### src/rtl/tmr_pkg.sv
package tmr_pkg;

  localparam int unsigned ADDR_W = 3;

  localparam logic [ADDR_W-1:0] ADDR_LO_CNT = 3'd0;
  localparam logic [ADDR_W-1:0] ADDR_UP_CNT = 3'd1;
  localparam logic [ADDR_W-1:0] ADDR_LO_CFG = 3'd2;
  localparam logic [ADDR_W-1:0] ADDR_UP_CFG = 3'd3;
  localparam logic [ADDR_W-1:0] ADDR_RUN    = 3'd4;

  // Strobes from the control to the datapath, valid for one cycle.
  typedef struct packed {
    logic loInc;
    logic loDec;
    logic loLoad;
    logic upInc;
    logic upDec;
    logic upCascade;  // upper follows lower wrap pulses this cycle
    logic upLoad;
  } tmrStrobes_t;

endpackage

### src/rtl/tmr_quad_dec.sv
module tmr_quad_dec #(
  parameter int SYNC_STAGES = 2
) (
  input  logic clk,
  input  logic rstN,
  input  logic phaseA,
  input  logic phaseB,
  output logic stepUp,
  output logic stepDn
);

  logic [1:0] syncQ [SYNC_STAGES];
  logic [1:0] lastQ;
  logic [1:0] curAb;

  always_ff @(posedge clk or negedge rstN) begin
    if (!rstN) begin
      for (int i = 0; i < SYNC_STAGES; i++) syncQ[i] <= 2'b00;
      lastQ <= 2'b00;
    end else begin
      syncQ[0] <= {phaseA, phaseB};
      for (int i = 1; i < SYNC_STAGES; i++) syncQ[i] <= syncQ[i-1];
      lastQ <= syncQ[SYNC_STAGES-1];
    end
  end

  assign curAb = syncQ[SYNC_STAGES-1];

  // Up order of {A,B}: 00 -> 10 -> 11 -> 01 -> 00
  always_comb begin
    stepUp = 1'b0;
    stepDn = 1'b0;
    case ({lastQ, curAb})
      4'b0010, 4'b1011, 4'b1101, 4'b0100: stepUp = 1'b1;
      4'b1000, 4'b1110, 4'b0111, 4'b0001: stepDn = 1'b1;
      default: ;
    endcase
  end

endmodule

### src/rtl/tmr_ctrl.sv
module tmr_ctrl
  import tmr_pkg::*;
#(
  parameter int CNT_W       = 16,
  parameter int SEL_W       = 4,
  parameter int CASC_SEL    = 15,
  parameter int PRE_STEPS   = 4,
  parameter int PRE_SHIFT   = 2,
  parameter int SYNC_STAGES = 2
) (
  input  logic              clk,
  input  logic              rstN,
  input  logic [ADDR_W-1:0] regAddr,
  input  logic              regWrEn,
  input  logic [SEL_W:0]    cfgWrData,
  input  logic              loPhaseA,
  input  logic              loPhaseB,
  input  logic              upPhaseA,
  input  logic              upPhaseB,
  input  logic [CNT_W-1:0]  loCnt,
  input  logic [CNT_W-1:0]  upCnt,
  output tmrStrobes_t       strb,
  output logic [CNT_W-1:0]  regRdData
);

  localparam int NCH   = 2;
  localparam int PRE_W = PRE_SHIFT * (PRE_STEPS - 1);

  logic [PRE_W-1:0]            preCnt;
  logic [NCH-1:0]              chRun;
  logic [NCH-1:0][SEL_W-1:0]   chSel;
  logic [NCH-1:0]              chPhase;
  logic [NCH-1:0]              ownInc;
  logic [NCH-1:0]              ownDec;
  logic [NCH-1:0]              phA;
  logic [NCH-1:0]              phB;

  assign phA = {upPhaseA, loPhaseA};
  assign phB = {upPhaseB, loPhaseB};

  function automatic logic [PRE_W-1:0] tickMask(input int s);
    return PRE_W'((1 << (PRE_SHIFT * s)) - 1);
  endfunction

  always_ff @(posedge clk or negedge rstN) begin
    if (!rstN) preCnt <= '0;
    else       preCnt <= preCnt + 1'b1;
  end

  always_ff @(posedge clk or negedge rstN) begin
    if (!rstN)                              chRun <= '0;
    else if (regWrEn && regAddr == ADDR_RUN) chRun <= cfgWrData[NCH-1:0];
  end

  for (genvar g = 0; g < NCH; g++) begin : gChan
    logic [SEL_W-1:0] selQ;
    logic             phaseQ;
    logic             tick;
    logic             qUp;
    logic             qDn;

    always_ff @(posedge clk or negedge rstN) begin
      if (!rstN) begin
        selQ   <= '0;
        phaseQ <= 1'b0;
      end else if (regWrEn && regAddr == ADDR_LO_CFG + ADDR_W'(g)) begin
        selQ   <= cfgWrData[SEL_W-1:0];
        phaseQ <= cfgWrData[SEL_W];
      end
    end

    tmr_quad_dec #(.SYNC_STAGES(SYNC_STAGES)) uQuad (
      .clk    (clk),
      .rstN   (rstN),
      .phaseA (phA[g]),
      .phaseB (phB[g]),
      .stepUp (qUp),
      .stepDn (qDn)
    );

    always_comb begin
      tick = 1'b0;
      for (int s = 0; s < PRE_STEPS; s++) begin
        if (selQ == SEL_W'(s) && ((preCnt & tickMask(s)) == tickMask(s))) tick = 1'b1;
      end
    end

    assign chSel[g]   = selQ;
    assign chPhase[g] = phaseQ;
    assign ownInc[g]  = chRun[g] & (phaseQ ? qUp : tick);
    assign ownDec[g]  = chRun[g] & phaseQ & qDn;
  end

  always_comb begin
    strb           = '0;
    strb.loInc     = ownInc[0];
    strb.loDec     = ownDec[0];
    strb.upInc     = ownInc[1];
    strb.upDec     = ownDec[1];
    strb.upCascade = chRun[1] & ~chPhase[1] & (chSel[1] == SEL_W'(CASC_SEL));
    strb.loLoad    = regWrEn & (regAddr == ADDR_LO_CNT) & ~chRun[0];
    strb.upLoad    = regWrEn & (regAddr == ADDR_UP_CNT) & ~chRun[1];
  end

  always_comb begin
    case (regAddr)
      ADDR_LO_CNT: regRdData = loCnt;
      ADDR_UP_CNT: regRdData = upCnt;
      ADDR_LO_CFG: regRdData = CNT_W'({chPhase[0], chSel[0]});
      ADDR_UP_CFG: regRdData = CNT_W'({chPhase[1], chSel[1]});
      ADDR_RUN:    regRdData = CNT_W'(chRun);
      default:     regRdData = '0;
    endcase
  end

endmodule

### src/rtl/tmr_dpath.sv
module tmr_dpath
  import tmr_pkg::*;
#(
  parameter int CNT_W = 16
) (
  input  logic             clk,
  input  logic             rstN,
  input  tmrStrobes_t      strb,
  input  logic [CNT_W-1:0] loadData,
  output logic [CNT_W-1:0] loCnt,
  output logic [CNT_W-1:0] upCnt
);

  localparam logic [CNT_W-1:0] CNT_MAX = {CNT_W{1'b1}};

  logic carryQ;
  logic borrowQ;

  always_ff @(posedge clk or negedge rstN) begin
    if (!rstN) begin
      carryQ  <= 1'b0;
      borrowQ <= 1'b0;
    end else begin
      carryQ  <= strb.loInc & (loCnt == CNT_MAX);
      borrowQ <= strb.loDec & (loCnt == '0);
    end
  end

  always_ff @(posedge clk or negedge rstN) begin
    if (!rstN)           loCnt <= '0;
    else if (strb.loLoad) loCnt <= loadData;
    else if (strb.loInc)  loCnt <= loCnt + 1'b1;
    else if (strb.loDec)  loCnt <= loCnt - 1'b1;
  end

  always_ff @(posedge clk or negedge rstN) begin
    if (!rstN)                          upCnt <= '0;
    else if (strb.upLoad)                upCnt <= loadData;
    else if (strb.upCascade && carryQ)   upCnt <= upCnt + 1'b1;
    else if (strb.upCascade && borrowQ)  upCnt <= upCnt - 1'b1;
    else if (strb.upInc)                 upCnt <= upCnt + 1'b1;
    else if (strb.upDec)                 upCnt <= upCnt - 1'b1;
  end

endmodule

### src/rtl/tmr_cascade_pair.sv
module tmr_cascade_pair
  import tmr_pkg::*;
#(
  parameter int CNT_W       = 16,
  parameter int SEL_W       = 4,
  parameter int CASC_SEL    = 15,
  parameter int PRE_STEPS   = 4,
  parameter int PRE_SHIFT   = 2,
  parameter int SYNC_STAGES = 2
) (
  input  logic               clk,
  input  logic               rstN,
  input  logic [2:0]         regAddr,
  input  logic               regWrEn,
  input  logic [CNT_W-1:0]   regWrData,
  output logic [CNT_W-1:0]   regRdData,
  input  logic               loPhaseA,
  input  logic               loPhaseB,
  input  logic               upPhaseA,
  input  logic               upPhaseB,
  output logic [2*CNT_W-1:0] count32
);

  tmrStrobes_t      strb;
  logic [CNT_W-1:0] loCnt;
  logic [CNT_W-1:0] upCnt;

  tmr_ctrl #(
    .CNT_W(CNT_W), .SEL_W(SEL_W), .CASC_SEL(CASC_SEL),
    .PRE_STEPS(PRE_STEPS), .PRE_SHIFT(PRE_SHIFT), .SYNC_STAGES(SYNC_STAGES)
  ) uCtrl (
    .clk       (clk),
    .rstN      (rstN),
    .regAddr   (regAddr),
    .regWrEn   (regWrEn),
    .cfgWrData (regWrData[SEL_W:0]),
    .loPhaseA  (loPhaseA),
    .loPhaseB  (loPhaseB),
    .upPhaseA  (upPhaseA),
    .upPhaseB  (upPhaseB),
    .loCnt     (loCnt),
    .upCnt     (upCnt),
    .strb      (strb),
    .regRdData (regRdData)
  );

  tmr_dpath #(.CNT_W(CNT_W)) uDpath (
    .clk      (clk),
    .rstN     (rstN),
    .strb     (strb),
    .loadData (regWrData),
    .loCnt    (loCnt),
    .upCnt    (upCnt)
  );

  assign count32 = {upCnt, loCnt};

endmodule

### config.mk
export PLATFORM = sky130hd
export DESIGN_NAME = tmr_cascade_pair
export DESIGN_NICKNAME = d
export VERILOG_FILES = /design/src/rtl/tmr_pkg.sv /design/src/rtl/tmr_quad_dec.sv /design/src/rtl/tmr_ctrl.sv /design/src/rtl/tmr_dpath.sv /design/src/rtl/tmr_cascade_pair.sv
export SDC_FILE = /design/constraint.sdc
export NUM_CORES = 1
export LEC_CHECK = 0
export ABC_AREA = 1
export ABC_CLOCK_PERIOD_IN_PS = 8800
export BUFFER_PORTS_ARGS = -buffer_cell sky130_fd_sc_hd__buf_2
export CORE_MARGIN = 3
export CORE_UTILIZATION = 39
export DETAILED_ROUTE_END_ITERATION = 6
export PLACE_DENSITY = 0.61
export SYNTH_ARGS = -nofsm -noshare
export SYNTH_HDL_FRONTEND = slang
export SYNTH_HIERARCHICAL = 1
export SYNTH_SLANG_ARGS = --single-unit
### constraint.sdc
create_clock -name clk -period 8.8 [get_ports clk]
set_input_delay 0.88 -clock clk [delete_from_list [all_inputs] [get_ports clk]]
set_output_delay 0.88 -clock clk [all_outputs]
set_load 0.1 [all_outputs]
Word-level counts from Yosys, hierarchy flattened
Cells that the tools add are included.
{"block": "classes", "n_addsub": 5, "n_mul": 0, "n_div": 0, "n_lt_le_gt_ge": 0, "eq_ne": 31, "n_shift": 0, "mux": 23, "bitwise_logic": 17, "reduce_logical": 21}
{"cell": "$mux W16", "n": 8}
{"cell": "$pmux W16 S5", "n": 1}
{"cell": "$eq A4 B4 Y1 const B", "n": 10}
{"cell": "$add A16 B1 Y16 const B", "n": 2}
{"cell": "$sub A16 B1 Y16 const B", "n": 2}
{"cell": "$eq A4 B2 Y1 const B", "n": 6}
{"cell": "$eq A16 B16 Y1 const B", "n": 1}
{"cell": "$eq A4 B1 Y1 const B", "n": 4}
{"cell": "$eq A4 B3 Y1 const B", "n": 4}
{"cell": "$logic_not A16 Y1", "n": 1}
{"cell": "$reduce_or A4 Y1", "n": 4}
{"cell": "$and A1 B1 Y1", "n": 14}
{"cell": "$mux W1", "n": 14}
{"cell": "$logic_and A1 B1 Y1", "n": 11}
{"cell": "$logic_not A4 Y1", "n": 2}
{"cell": "$add A6 B1 Y6 const B", "n": 1}
{"cell": "$eq A3 B2 Y1 const B", "n": 2}
{"cell": "$eq A6 B6 Y1 const B", "n": 1}
{"cell": "$reduce_bool A5 Y1", "n": 1}
{"cell": "$eq A3 B1 Y1 const B", "n": 1}
{"cell": "$eq A3 B3 Y1 const B", "n": 1}
{"cell": "$logic_not A3 Y1", "n": 1}
{"cell": "$not A1 Y1", "n": 3}
{"cell": "$reduce_bool A3 Y1", "n": 1}
{"cell": "$eq A2 B2 Y1 const B", "n": 1}
{"block": "word_totals", "regBits": 64, "latchBits": 0, "ramBits": 0, "mem_bits_ro": 0, "inputBits": 26, "output_inout_bits": 48, "elab_cells": 113, "memories": 0}

Logic depth before layout (Yosys ltp)
{"block": "logic_depth", "word_depth": 11, "mapped_depth": 19}

Hierarchy
The synthesis kept the hierarchy.
{"mod": "tmr_dpath", "n_inst": 1, "cells_each": 581, "area_per_inst_um2": 3488.3}
{"mod": "tmr_ctrl", "n_inst": 1, "cells_each": 159, "area_per_inst_um2": 1177.4}
{"mod": "tmr_quad_dec", "n_inst": 2, "cells_each": 24, "area_per_inst_um2": 217.7}

Least setup slack after synthesis
No wires, ideal clock.
{"block": "synth_path", "kind": "input -> output", "start": "input port regAddr[0]", "end": "output port regRdData[0]", "arrival_time_ps": 2195, "required_ps": 7920, "slack_ps": 5725, "stages": 4, "path_buffers": 1, "cell_sequence": "nor3_4 buf_6 nand2_1 nand4_1"}
{"block": "synth_between", "elab_chain_len": 2, "elab_cells_between_ends": 6}
{"item": "from (decl)", "line": "tmr_cascade_pair.sv:13", "rtl": "input logic [2:0] regAddr,"}
{"item": "$eq A3 B3 Y1 (tied with other cells)", "line": "tmr_ctrl.sv:106", "rtl": "case (regAddr)"}
{"item": "$pmux W16 S5 *", "line": "tmr_ctrl.sv:106"}
{"item": "to (decl)", "line": "tmr_cascade_pair.sv:16", "rtl": "output logic [CNT_W-1:0] regRdData,"}
Every way passes the cells marked *; elsewhere a longest branch is shown, timed or not.

==> impl_metrics.py <==
metrics = {
    "routing": {
        "drc": 0,
        "drt_iter0_drc": 363,
        "final_antenna_net_count": 0,
        "vias": 5163,
        "drtPass1Iterations": 5,
        "via_per_inst": 5.01,
        "wl_um": 14900,
        "wire_per_inst_um": 14.4,
    },
    "grt": {
        "grt_pass1_vias": 4829,
        "grt_util_all_layers_pct": 21.0,
        "overflow": 0,
        "grt_max_degree": 65,
        "antenna_found_initial": 0,
        "grt_pass1_wl_um": 24400,
    },
    "setup_path": {
        "endpoint_kind": "register",
        "required_ns": 9.02,
        "cp_slowest_cell": "ha_1",
        "crit_top_cell": "nand2_1",
        "crit_chain": "ha_1 > nand3_1 > nor2_1 > nand2_1 > nand2_1 > nor2_1 > nor2_1 > inv_1 > ha_1 > nand2_1 > inv_1 > a21oi_1 > nand2_1 > nand2_1 > nand2_1 > nand2_1 > nand3_1 > nand2_1 > nand2_1",
        "cp.arrival_ns": 3.54,
        "path_class": "reg2reg",
        "critPathMaxFanout": 15,
        "critPathLaunchType": "register",
        "rrSetupSlack_ns": 5.48,
        "cp_slowest_stage_delay_ns": 0.47,
    },
    "floorplan": {
        "die_area_um2": 14500,
        "die_y_um": 120,
        "start_util_pct": 40.1,
        "rows": 41,
        "ioPinCount": 74,
        "core-area_um2": 12700,
        "die_x_um": 120,
    },
    "hold_path": {
        "holdCritPathClass": "reg2reg",
    },
    "placed_design": {
        "routabilityCongestion": 0.854,
        "hpwl_um": 11300,
        "post-place-ws_ns": 5.24,
        "io_buffers": 73,
    },
    "sta": {
        "hold_violations": 0,
        "setup_ws_ns": 5.48,
        "fin_skew_ns": 0.00625,
        "slew_headroom_pct": 37.6,
        "fin_crit_sh_pct": 37.8,
        "rsz0062_at_grt": "no",
        "setup_violations": 0,
        "worst_pin_slew_ns": 0.933,
        "finalSetupTns_ns": 0,
        "finalCriticalPeriod_ns": 3.32,
        "fmax_mhz": 301,
        "slew_violations": 0,
    },
    "clock_tree": {
        "h-tree-depth": 3,
        "hold_buffers": 0,
        "cts_sinks": 64,
        "clk_latency_ns": 0.33,
        "clk_root_buffer_cell": "clkbuf_16",
        "max-clock-path-buffers": 2,
        "path_clk_slew_ns": 0.05,
        "cts_buffers": 9,
        "cts_tree": "yes",
        "postCtsSetupRepairBufs": 0,
        "cts-resized-gates": 0,
    },
    "layout": {
        "antenna_cells": 0,
        "drive_gt1_share_pct": 15.2,
        "fill_cells": 1406,
        "area_growth_pct": 14.5,
        "layout.nets": 899,
    },
    "power": {
        "p_int_uw": 959,
        "total_power_uw": 2490,
        "ir_drop_mv": 0.360,
        "power_switching_uw": 1530,
        "combPwrFrac_pct": 64.7,
        "p_leak_uw": 0.00322,
        "clkPwrFrac_pct": 12.8,
        "swShare_pct": 61.5,
        "power_density_nw_per_um2": 426,
        "seq_power_share_pct": 22.5,
    },
    "logic_synthesis": {
        "synth_cells": 788,
        "synth_edf_count": 0,
        "synth_top_area_share_pct": 31.4,
        "yosysMostFrequentCell": "nand2_1",
        "syn_nets": 832,
        "synth_top_area_cell": "dfrtp_1",
        "synth_area_leaders": "dfrtp_1, nand2_1, inv_1, nand3_1, nor2_1",
        "avgSynthCellArea_um2": 6.47,
        "synth-warning-count": 6,
        "ys_ff_latch": 64,
        "synth_cell_types": 41,
        "synth_common_cells": "nand2_1, inv_1, nand3_1, dfrtp_1, nor2_1",
        "yosys_most_used_dff": "dfrtp_1",
        "synthArstFlopShare_pct": 100,
        "ys_seq_area_share_pct": 31.4,
        "syn_area_um2": 5100,
    },
    "run_status": {
        "outcome": "finished, final reports clean",
    },
    "flow_run": {
        "drv_cap": 0,
    },
}
[cell usage in the layout (no fill, tap or decap), types with 3 or more instances in the layout]
cell,Yosys,final
nand2_1,274,274
inv_1,113,113
buf_2,9,73
nand3_1,66,66
dfrtp_1,64,64
nor2_1,57,57
a21oi_1,30,30
o21ai_0,26,26
o21ai_1,18,18
ha_1,17,17
nand4_1,15,15
xor2_1,11,11
clkbuf_16,0,9
nor3_1,8,8
nor2_2,8,8
inv_2,7,7
a22o_2,6,6
a22o_1,5,5
o211ai_1,5,5
clkinv_2,1,4
nand3_2,4,4
nor4_1,4,4
o22ai_1,4,4
nor3_4,3,3
nand2_4,3,3
nand2_2,3,3
nor2_4,3,3
[layer usage]
layer  track usage [%]  up-vias  part of all wire (%)  routed length (µm)
li1                  -     2650                     -                   -
met1              29.2     2330                    47                6970
met2              34.0      165                    45                6760
met3              3.60       18                   6.0                 889
met4              5.59        0                   1.6                 236
met5                 0        -                     0                   0
[layout make-up]
cell class	instances	area [µm²]	share of cell area, %
clock buffer	10	239	4.09
clock inverter	4	22.5	0.386
inverter	122	459	7.86
multi-input combinational	583	2920	50.1
sequential	64	1600	27.4
tap	172	215	3.68
timing repair buffer	75	380	6.51
[per-stage QoR]
step | util [%] | hold slack, ns | instances | area [µm²]
after floorplan | - | 0.331 | 788 | 5100
after global placement | 43.9 | 0.334 | 1016 | 5580
after detailed placement | 43.9 | 0.335 | 1016 | 5580
after CTS | 45.9 | 0.346 | 1030 | 5840
after global routing | 45.9 | 0.350 | 1030 | 5840
final | 45.9 | 0.343 | 1030 | 5840
[cells by family (layout without fill, tap and decap cells)]
group | Yosys count | in the layout | share of synthesized area [%]
AOI/OAI and AO/OA | 102 | 102 | 11.9
xor gates and xnor gates | 13 | 13 | 2.23
adders and majority gates | 18 | 18 | 4.56
buffers and inverters | 141 | 211 | 11.3
DFF | 64 | 64 | 31.4
and+or+nand+nor | 450 | 450 | 38.6
[sequential cells by signal, indices dropped and copies added (netlist names), 2 cells and up]
name                     flops
uCtrl/chRun                  2
uCtrl/gChan.phaseQ           2
uCtrl/gChan.selQ             8
uCtrl/gChan.uQuad/curAb      4
uCtrl/gChan.uQuad/lastQ      4
uCtrl/gChan.uQuad/syncQ      4
uCtrl/preCnt                 6
uDpath/loCnt                16
uDpath/upCnt                16
[path summary, 6_finish.rpt]
path	startpoint	endpoint	cells after the start
worst max register to register	uCtrl/preCnt[0]	uDpath/loCnt[14]	19
worst max-delay path	uCtrl/preCnt[0]	uDpath/loCnt[14]	19
max in group asynchronous	rstN	uCtrl/gChan[1].selQ[3]	2
worst min-delay path	uCtrl/gChan[1].uQuad/syncQ[3]	uCtrl/gChan[1].uQuad/curAb[1]	0
worst min register to register	uCtrl/gChan[1].uQuad/syncQ[3]	uCtrl/gChan[1].uQuad/curAb[1]	0
min in group asynchronous	rstN	uCtrl/gChan[1].uQuad/lastQ[1]	2
[power by group through the flow]
stage / sequential [µW] / clock (µW) / combinational [µW]
2_1_floorplan: 983 / 0 / 858
3_3_place_gp: 574 / 0 / 1600
3_5_place_dp: 570 / 0 / 1600
4_1_cts: 565 / 325 / 1610
5_1_grt: 582 / 337 / 1770
6_report: 561 / 318 / 1610
[worst max-delay path, delay by kind of cell, from the launching register on]
family                   cells  cell delay, ns
AO/OA/AOI/OAI                1            0.18
AND/OR/NAND/NOR             14            1.53
buffers and inverters        2            0.45
flip-flops                   1            0.37
adder cells (fa/ha/maj)      2            0.68
(Power assumes the default switching activity.)
